$ cat src/rtl/bbv_pkg.sv
package bbv_pkg;

    // Classification of one comparator sample.
    typedef enum logic [1:0] {
        LVL_NULL = 2'd0,
        LVL_ONE  = 2'd1,
        LVL_ZERO = 2'd2,
        LVL_BAD  = 2'd3
    } level_e;

    // Per-sample marks fed into the three history registers.
    typedef struct packed {
        logic is_one;
        logic is_zero;
        logic is_null;
    } mark_t;

    // Registered result presented at the ports.
    typedef struct packed {
        logic valid;
        logic value;
        logic err;
    } bit_out_t;

    function automatic level_e decode_level(input logic hi, input logic lo);
        case ({hi, lo})
            2'b00:   return LVL_NULL;
            2'b10:   return LVL_ONE;
            2'b01:   return LVL_ZERO;
            default: return LVL_BAD;
        endcase
    endfunction

    function automatic mark_t to_mark(input level_e lvl);
        mark_t m;
        m.is_one  = (lvl == LVL_ONE);
        m.is_zero = (lvl == LVL_ZERO);
        m.is_null = (lvl == LVL_NULL);
        return m;
    endfunction

endpackage

$ cat src/rtl/bbv_tick_gen.sv
module bbv_tick_gen #(
    parameter int SLOW_DIV = 8
) (
    input  logic clk,
    input  logic rst,
    input  logic samp_en,
    input  logic slow_mode,
    output logic tick
);
    localparam int DW = (SLOW_DIV > 1) ? $clog2(SLOW_DIV) : 1;
    localparam logic [DW-1:0] LAST = DW'(SLOW_DIV - 1);

    logic [DW-1:0] div_q;

    always_ff @(posedge clk) begin
        if (rst) begin
            div_q <= '0;
        end else if (samp_en) begin
            div_q <= (div_q == LAST) ? '0 : div_q + 1'b1;
        end
    end

    assign tick = samp_en & (~slow_mode | (div_q == LAST));

endmodule

$ cat src/rtl/bbv_history.sv
module bbv_history
    import bbv_pkg::*;
#(
    parameter int HIST_LEN = 10,
    parameter int RUN_LEN  = 3
) (
    input  logic  clk,
    input  logic  rst,
    input  logic  tick,
    input  mark_t mark,
    output logic  hit_one,
    output logic  hit_zero
);
    localparam int NWIN = HIST_LEN - 2 * RUN_LEN + 1;

    logic [HIST_LEN-1:0] one_q, zero_q, null_q;
    logic [HIST_LEN-1:0] one_n, zero_n, null_n;
    logic [NWIN-1:0]     win_one, win_zero;
    logic                null_tail;
    logic                seen_any;

    assign one_n  = {one_q[HIST_LEN-2:0],  mark.is_one};
    assign zero_n = {zero_q[HIST_LEN-2:0], mark.is_zero};
    assign null_n = {null_q[HIST_LEN-2:0], mark.is_null};

    // Scan every run-length window in the older stages for a solid level.
    genvar k;
    for (k = 0; k < NWIN; k++) begin : g_win
        assign win_one[k]  = &one_n[RUN_LEN + k +: RUN_LEN];
        assign win_zero[k] = &zero_n[RUN_LEN + k +: RUN_LEN];
    end

    assign null_tail = &null_n[RUN_LEN-1:0];
    assign hit_one   = tick & null_tail & (|win_one);
    assign hit_zero  = tick & null_tail & (|win_zero);
    assign seen_any  = hit_one | hit_zero;

    always_ff @(posedge clk) begin
        if (rst) begin
            one_q  <= '0;
            zero_q <= '0;
            null_q <= '0;
        end else if (tick) begin
            one_q  <= seen_any ? '0 : one_n;
            zero_q <= seen_any ? '0 : zero_n;
            null_q <= null_n;
        end
    end

endmodule

$ cat src/rtl/bbv_spacing.sv
module bbv_spacing #(
    parameter int SPACE_MIN = 8,
    parameter int SPACE_MAX = 12
) (
    input  logic clk,
    input  logic rst,
    input  logic tick,
    input  logic bit_seen,
    input  logic gap_ready,
    output logic accept,
    output logic reject
);
    localparam int CW = $clog2(SPACE_MAX + 2);
    localparam logic [CW-1:0] CNT_CAP = CW'(SPACE_MAX + 1);
    localparam logic [CW-1:0] LO_LIM  = CW'(SPACE_MIN);
    localparam logic [CW-1:0] HI_LIM  = CW'(SPACE_MAX);

    logic          armed_q;
    logic          have_prev_q;
    logic [CW-1:0] gap_cnt_q;
    logic [CW-1:0] spacing;
    logic          bad_space;

    assign spacing   = gap_cnt_q + 1'b1;
    assign bad_space = have_prev_q & ((spacing < LO_LIM) | (spacing > HI_LIM));
    assign accept    = bit_seen & armed_q & ~bad_space;
    assign reject    = bit_seen & armed_q & bad_space;

    always_ff @(posedge clk) begin
        if (rst) begin
            armed_q     <= 1'b0;
            have_prev_q <= 1'b0;
            gap_cnt_q   <= '0;
        end else if (gap_ready) begin
            armed_q     <= 1'b1;
            have_prev_q <= 1'b0;
            gap_cnt_q   <= '0;
        end else if (reject) begin
            armed_q     <= 1'b0;
            have_prev_q <= 1'b0;
            gap_cnt_q   <= '0;
        end else if (accept) begin
            have_prev_q <= 1'b1;
            gap_cnt_q   <= '0;
        end else if (tick && gap_cnt_q != CNT_CAP) begin
            gap_cnt_q <= gap_cnt_q + 1'b1;
        end
    end

endmodule

$ cat src/rtl/bipolar_bit_validator.sv
module bipolar_bit_validator
    import bbv_pkg::*;
#(
    parameter int HIST_LEN  = 10,
    parameter int RUN_LEN   = 3,
    parameter int SPACE_MIN = 8,
    parameter int SPACE_MAX = 12,
    parameter int SLOW_DIV  = 8
) (
    input  logic clk,
    input  logic rst,
    input  logic samp_en,
    input  logic slow_mode,
    input  logic lvl_one,
    input  logic lvl_zero,
    input  logic gap_ready,
    output logic bit_valid,
    output logic bit_value,
    output logic timing_err
);
    logic     tick;
    mark_t    mark;
    logic     hit_one, hit_zero, bit_seen;
    logic     accept, reject;
    bit_out_t res_q;

    assign mark = to_mark(decode_level(lvl_one, lvl_zero));

    bbv_tick_gen #(.SLOW_DIV(SLOW_DIV)) u_tick (
        .clk       (clk),
        .rst       (rst),
        .samp_en   (samp_en),
        .slow_mode (slow_mode),
        .tick      (tick)
    );

    bbv_history #(.HIST_LEN(HIST_LEN), .RUN_LEN(RUN_LEN)) u_hist (
        .clk      (clk),
        .rst      (rst),
        .tick     (tick),
        .mark     (mark),
        .hit_one  (hit_one),
        .hit_zero (hit_zero)
    );

    // A window holding runs of both levels is ambiguous and is dropped.
    assign bit_seen = hit_one ^ hit_zero;

    bbv_spacing #(.SPACE_MIN(SPACE_MIN), .SPACE_MAX(SPACE_MAX)) u_space (
        .clk       (clk),
        .rst       (rst),
        .tick      (tick),
        .bit_seen  (bit_seen),
        .gap_ready (gap_ready),
        .accept    (accept),
        .reject    (reject)
    );

    always_ff @(posedge clk) begin
        if (rst) begin
            res_q <= '0;
        end else begin
            res_q.valid <= accept;
            res_q.err   <= reject;
            if (accept) res_q.value <= hit_one;
        end
    end

    assign bit_valid  = res_q.valid;
    assign bit_value  = res_q.value;
    assign timing_err = res_q.err;

endmodule

$ cat config.mk
export PLATFORM = sky130hd
export DESIGN_NAME = bipolar_bit_validator
export DESIGN_NICKNAME = d
export VERILOG_FILES = /design/src/rtl/bbv_pkg.sv /design/src/rtl/bbv_tick_gen.sv /design/src/rtl/bbv_history.sv /design/src/rtl/bbv_spacing.sv /design/src/rtl/bipolar_bit_validator.sv
export SDC_FILE = /design/constraint.sdc
export NUM_CORES = 1
export LEC_CHECK = 0
export ABC_AREA = 1
export ABC_CLOCK_PERIOD_IN_PS = 6200
export BUFFER_PORTS_ARGS = -buffer_cell sky130_fd_sc_hd__buf_2
export CAP_MARGIN = 25
export CORE_MARGIN = 5
export CORE_UTILIZATION = 61
export CTS_BUF_LIST = sky130_fd_sc_hd__clkbuf_2 sky130_fd_sc_hd__clkbuf_4 sky130_fd_sc_hd__clkbuf_8
export DETAILED_ROUTE_END_ITERATION = 10
export PLACE_DENSITY = 0.91
export SYNTH_ARGS = -nofsm -noshare
export SYNTH_HDL_FRONTEND = slang
export SYNTH_SLANG_ARGS = --single-unit
$ cat constraint.sdc
create_clock -name clk -period 6.2 [get_ports clk]
set_clock_uncertainty 0.1 [all_clocks]
set_input_delay 1.24 -clock clk [delete_from_list [all_inputs] [get_ports clk]]
set_output_delay 1.24 -clock clk [all_outputs]
set_load 0.1 [all_outputs]
Word-level counts from Yosys, hierarchy flattened:

Index checks and enable logic that the tools add are counted.
W data, S select, Z words.

* $add $sub $neg: 2
* order comparisons: 2
* equal/unequal tests: 6
* muxes and demuxes: 6
* bitwise gates (word level): 14
* reductions and logical operators: 19

Operators by type and width (number)
* $reduce_and A3 Y1: 11
* $mux W9: 2
* $reduce_or A5 Y1: 2
* $and A1 B1 Y1: 8
* $pmux W2 S3: 1
* $add A4 B1 Y4 const B: 1
* $eq A2 B1 Y1 const B: 2
* $eq A2 B2 Y1 const B: 2
* $gt A4 B4 Y1 const B: 1
* $logic_not A2 Y1: 2
* $lt A4 B4 Y1 const B: 1
* $ne A4 B4 Y1 const B: 1
* $reduce_or A4 Y1: 1
* $add A3 B1 Y3 const B: 1
* $eq A3 B3 Y1 const B: 1
* $mux W3: 1
* $or A1 B1 Y1: 3
* $reduce_or A3 Y1: 1
* $mux W1: 2
* $not A1 Y1: 2
* $reduce_bool A2 Y1: 1
* $logic_and A1 B1 Y1: 1
* $xor A1 B1 Y1: 1

* flip-flop bits (word level): 32
* input port bits: 7
* output and inout bits: 3
* logic and storage cells: 59

Depth between registers and ports, before layout:

* depth after elaboration: 11
* gate-level depth with buffers: 13
* depth with buffers taken out: 13

Cells and area by module:

A second synthesis with hierarchy kept.

* cells, all modules: 198
* area total of the unflattened synthesis: 1526.5 um^2

Modules (own cells, without submodules)
* bbv_history: instances 1, cells an instance 120, area each 920.9 um^2, sequential area each 400.4 um^2
* bbv_spacing: instances 1, cells an instance 40, area each 334.1 um^2, sequential area each 120.1 um^2
* bbv_tick_gen: instances 1, cells an instance 19, area each 143.9 um^2, sequential area each 60.1 um^2
* bipolar_bit_validator: instances 1, cells an instance 19, area each 127.6 um^2, sequential area each 60.1 um^2

Least setup slack after synthesis:

OpenSTA, ideal clock, no wires.

* path type: input to register
* start: input port lvl_zero
* end: register u_hist.one_q[1]
* library setup time: 0.132 ns
* arrival time: 2.287 ns
* required time: 5.968 ns
* setup slack: 3.681 ns
* stages on the path: 9
* path buffers: 2
* cell sequence: nor2_1 > nand3_1 > nor2_1 > nand2_1 > ha_1 > clkbuf_1 > clkbuf_4 > nand3_1 > a21oi_1

* word-level cells in the longest chain between the ends: 8
* elaborated cells on any way between the ends: 11
* classes of those cells: 2 x eq/ne; 2 x mux; 4 x bitwise; 3 x reduce/logical

Ends and longest elaborated chain
* start: declaration: RTL line bipolar_bit_validator.sv:15 `input logic lvl_zero,`
* $eq A2 B1 Y1, or another cell as far along: RTL line bbv_pkg.sv:26 `case ({hi, lo})`
* $pmux W2 S3 (*): RTL line bbv_pkg.sv:26
* $logic_not A2 Y1 (*): RTL line bbv_pkg.sv:38 `m.is_null = (lvl == LVL_NULL);`
* $reduce_and A3 Y1 (*): RTL line bbv_history.sv:33 `assign null_tail = &null_n[RUN_LEN-1:0];`
* $and A1 B1 Y1 (*): RTL line bbv_history.sv:34, bbv_history.sv:35
* $and A1 B1 Y1, on equally long branches: RTL line bbv_history.sv:34, bbv_history.sv:35
* $or A1 B1 Y1 (*): RTL line bbv_history.sv:36 `assign seen_any = hit_one | hit_zero;`
* $mux W9 (*): RTL line bbv_history.sv:44 `one_q <= seen_any ? '0 : one_n;`
* end signal: assignment: RTL line bbv_history.sv:44
* end: declaration: RTL line bbv_history.sv:16 `logic [HIST_LEN-1:0] one_q, zero_q, null_q;`

Mark *: on every way between the ends. The rest lies on a longest branch, timed or not.
A chain may end at the register's enable or synchronous reset.

Worst setup path after layout:

* start: input port slow_mode
* end: register u_hist.one_q[7]

* word-level cells in the longest chain between the ends: 7
* elaborated cells on any way between the ends: 8
* classes of those cells: 1 x mux; 7 x bitwise

Ends and longest elaborated chain
* start: declaration: RTL line bipolar_bit_validator.sv:13 `input logic slow_mode,`
* $not A1 Y1 (*): RTL line bbv_tick_gen.sv:23 `assign tick = samp_en & (~slow_mode | (div_q == LAST));`
* $or A1 B1 Y1 (*): RTL line bbv_tick_gen.sv:23
* $and A1 B1 Y1 (*): RTL line bbv_tick_gen.sv:23
* $and A1 B1 Y1: RTL line bbv_history.sv:34, bbv_history.sv:35
* $and A1 B1 Y1, on equally long branches: RTL line bbv_history.sv:34, bbv_history.sv:35
* $or A1 B1 Y1: RTL line bbv_history.sv:36
* $mux W9: RTL line bbv_history.sv:44

Marked as above.

==> run summary <==
In the global route stage, overall resource usage came out at 18.1%. The count of max-cap constraint violations is 0, and the worst endpoint data arrival time is 3.13 ns. The starting density of the core was 63.4%; the hold buffer count at cts was 0. For this block, the via count after detailed routing is 1214.

For the pin with the worst max-slew slack, the measured transition is 0.713 ns. For the number of iterations in the first detailed-routing pass, the log shows 4. Post-DP HPWL: 1840 um. The accumulated negative setup slack is 0 ns, and the share of the yosys chip area belonging to registers is 46.1%. TritonCTS built the clock tree.

The maximum buffer depth of the clock tree is 2. By area the synthesized netlist is led by sky130_fd_sc_hd__dfxtp_1 (46%), sky130_fd_sc_hd__nand2_1 (9.2%), sky130_fd_sc_hd__a21oi_1 (9.0%), sky130_fd_sc_hd__nand3_1 (7.6%), sky130_fd_sc_hd__ha_1 (4.5%). The logs give 0 for the initial antenna violation count and 178 for the count of mapped cells out of synthesis.

The placed cell area is 1410 um^2. The logs give 0 for the post-cts resize count and 0.704 for the global placer's final weighted congestion. The mean number of vias per cell is 5.65, and the required time of the critical path is 6.35 ns. Dividing total power by cell area gives a power density of 268 nW/um^2.

The tools report the kind of start point of the critical path as an input pin. The final antenna diode count came out at 0. The class of the most critical hold timing path is reg -> reg. Cell accounting for the most synthesized area: sky130_fd_sc_hd__dfxtp_1. In the layout the commonest cells are sky130_fd_sc_hd__nand2_1 (34), sky130_fd_sc_hd__dfxtp_1 (32), sky130_fd_sc_hd__a21oi_1 (25). After routing the design area is 1490 um^2. Once placement completed, the tool counted placed cells totaling 207. The clock reaches the later pin of the worst-skew pair after 0.33 ns. Largest fanout on the critical path: 24. The clock period minus final worst setup slack is 2.98 ns, and the maximum clock rate is 336 MHz. The post-route antenna net violation count is 0. Clock tree synthesis inserted a total of 5 buffers. After clock tree synthesis, the setup repair step added 0 buffers.

The worst setup path is captured at a flip-flop. The mapped netlist covers 1390 um^2. In this run the number of H-tree levels came out at 2. In this run the biggest area consumer among cell types represents 46.1% of the synthesized area.

The final count of pins violating max slew is 0. The flow ran to the end, and the final reports show no timing, DRC or antenna violations. Leaving out filler cells and counting taps, the final layout contains 215.

The logs give 0 for the final number of hold-violating endpoints and 0.601 nW for the leakage power. The number of storage elements in the synthesis netlist was 32. The height of the die is 57.7 um, and the maximum number of pins on one net before global-route repair is 25. After synthesis, the netlist uses 23 different library cells. The register clock-pin slew on the reported worst setup and hold paths works out to 0.10 ns. Setup violations remaining at the end of the flow were counted as 0.

In the final design database the tool counted 198 nets. Synthesis produced a netlist with a net count of 190. After global routing the overflow that remains totals 0. IR analysis of the VDD net gives a maximum drop of 0.177 mV. The final wirelength is 2690 um, and the count of pins on the block boundary is 10. The wire length of the first global-routing pass came out at 4580 um. The library cell used most frequently in the layout, excluding fill and tap cells, is sky130_fd_sc_hd__nand2_1. After detailed routing, the number of remaining DRC violations is 0. Setup repair after global routing left no endpoint under its margin. The clock sink total was 32; the remaining max-slew budget at the tightest pin was 52.4%. In this run, the number of DRC markers left after iteration 0 of detailed routing was 58. By startpoint and endpoint, the worst setup path is classified as in -> reg. The die boundary width was 57.7 um. The tools report the cell chosen for the clock root as sky130_fd_sc_hd__clkbuf_4. The run gives 17 as the standard-cell row count. The fraction of final layout cells with drive strength greater than 1 is 11.2%. The layout has 180 filler cells.

The via count of the first global-routing pass is 1124, and the mean post-synth cell area is 7.81 um^2. The warning count from the yosys run is 0. The area growth from synthesis to layout came out at 7.20%. In the final routed layout, each cell accounts on average for 12.5 um. The area inside the core boundary is 2190 um^2, and the final cycle utilization of the critical path is 48.0%. Overall die area: 3330 um^2. The total of buffers placed on input and output ports is 9.
==> metal layers <==
metal  routed length [um]  track usage, %  share of wire, %  up-vias
met2                 1280            30.6                47       35
met4                   79            10.6               2.9        0
met5                    0               0                 0        -
met1                 1150            19.0                43      555
met3                  181            6.68               6.7        9
li1                     -               -                 -      615
==> cell families after synthesis <==
group	synth area share, %
simple gates	23.3
compound gates	17.5
flops	46.1
buf+inv	8.64
fa+ha+maj	4.50
==> stage by stage <==
| step | hold WS, ns | setup WS (ns) | utilization [%] | total power, mW |
|---|---|---|---|---|
| 3_5_place_dp | 0.363 | 2.89 | 64.4 | 0.244 |
| 2_1_floorplan | 0.333 | 3.68 | - | 0.238 |
| 4_1_cts | 0.376 | 3.25 | 68.0 | 0.401 |
| 6_report | 0.373 | 3.22 | 68.0 | 0.400 |
| 5_1_grt | 0.400 | 2.97 | 68.0 | 0.415 |
| 3_3_place_gp | 0.352 | 3.01 | 64.4 | 0.242 |
==> flip-flops by register name (all words and copies together) (netlist names) <==
register,cells
timing_err,1
u_space.gap_cnt_q,4
u_hist.null_q,2
u_space.armed_q,1
u_space.have_prev_q,1
u_hist.one_q,9
bit_valid,1
bit_value,1
u_hist.zero_q,9
u_tick.div_q,3
==> path summary, 6_finish.rpt <==
check        slack (ns)             from              end  cells past startpoint
max                3.22        slow_mode  u_hist.one_q[7]                      8
min                0.37  u_hist.one_q[1]  u_hist.one_q[1]                      2
max reg2reg        3.38  u_tick.div_q[0]  u_hist.one_q[7]                     10
min reg2reg        0.37  u_hist.one_q[1]  u_hist.one_q[1]                      2
==> synthesized netlist by cell type (all sizes together) <==
cell type / count
nand2: 35
dfxtp: 32
a21oi: 26
nand3: 22
inv: 16
nor2: 14
o21ai: 7
a211oi: 6
ha: 5
buf: 4
clkbuf: 4
nor3: 2
o211ai: 2
a31oi: 1
nand4: 1
or2: 1
==> power breakdown <==
group	internal [mW]	switching, mW	leakage [nW]	total, mW
Clock	0.0888	0.0717	0.0456	0.160
Combinational	0.00817	0.0165	0.295	0.0247
Sequential	0.211	0.00367	0.260	0.215
==> layout make-up <==
cell class                      instances  area, um^2  area share [%]
Clock buffer                            6        45.0            3.02
Sequential cell                        32         641            43.0
Tap cell                               28        35.0            2.35
Clock inverter                          2        35.0            2.35
Inverter                               16        60.1            4.03
Multi-Input combinational cell        122         629            42.2
Timing Repair Buffer                    9        45.0            3.02
==> critical path, stage by stage <==
cell	delay [ns]
sky130_fd_sc_hd__buf_2	0.11
sky130_fd_sc_hd__nand2_1	0.06
sky130_fd_sc_hd__nand2_1	0.53
sky130_fd_sc_hd__nor2_1	0.15
sky130_fd_sc_hd__nand2_1	0.15
sky130_fd_sc_hd__ha_1	0.56
sky130_fd_sc_hd__a21oi_1	0.15
sky130_fd_sc_hd__a211oi_1	0.18
Power figures use the tool's default switching activity.
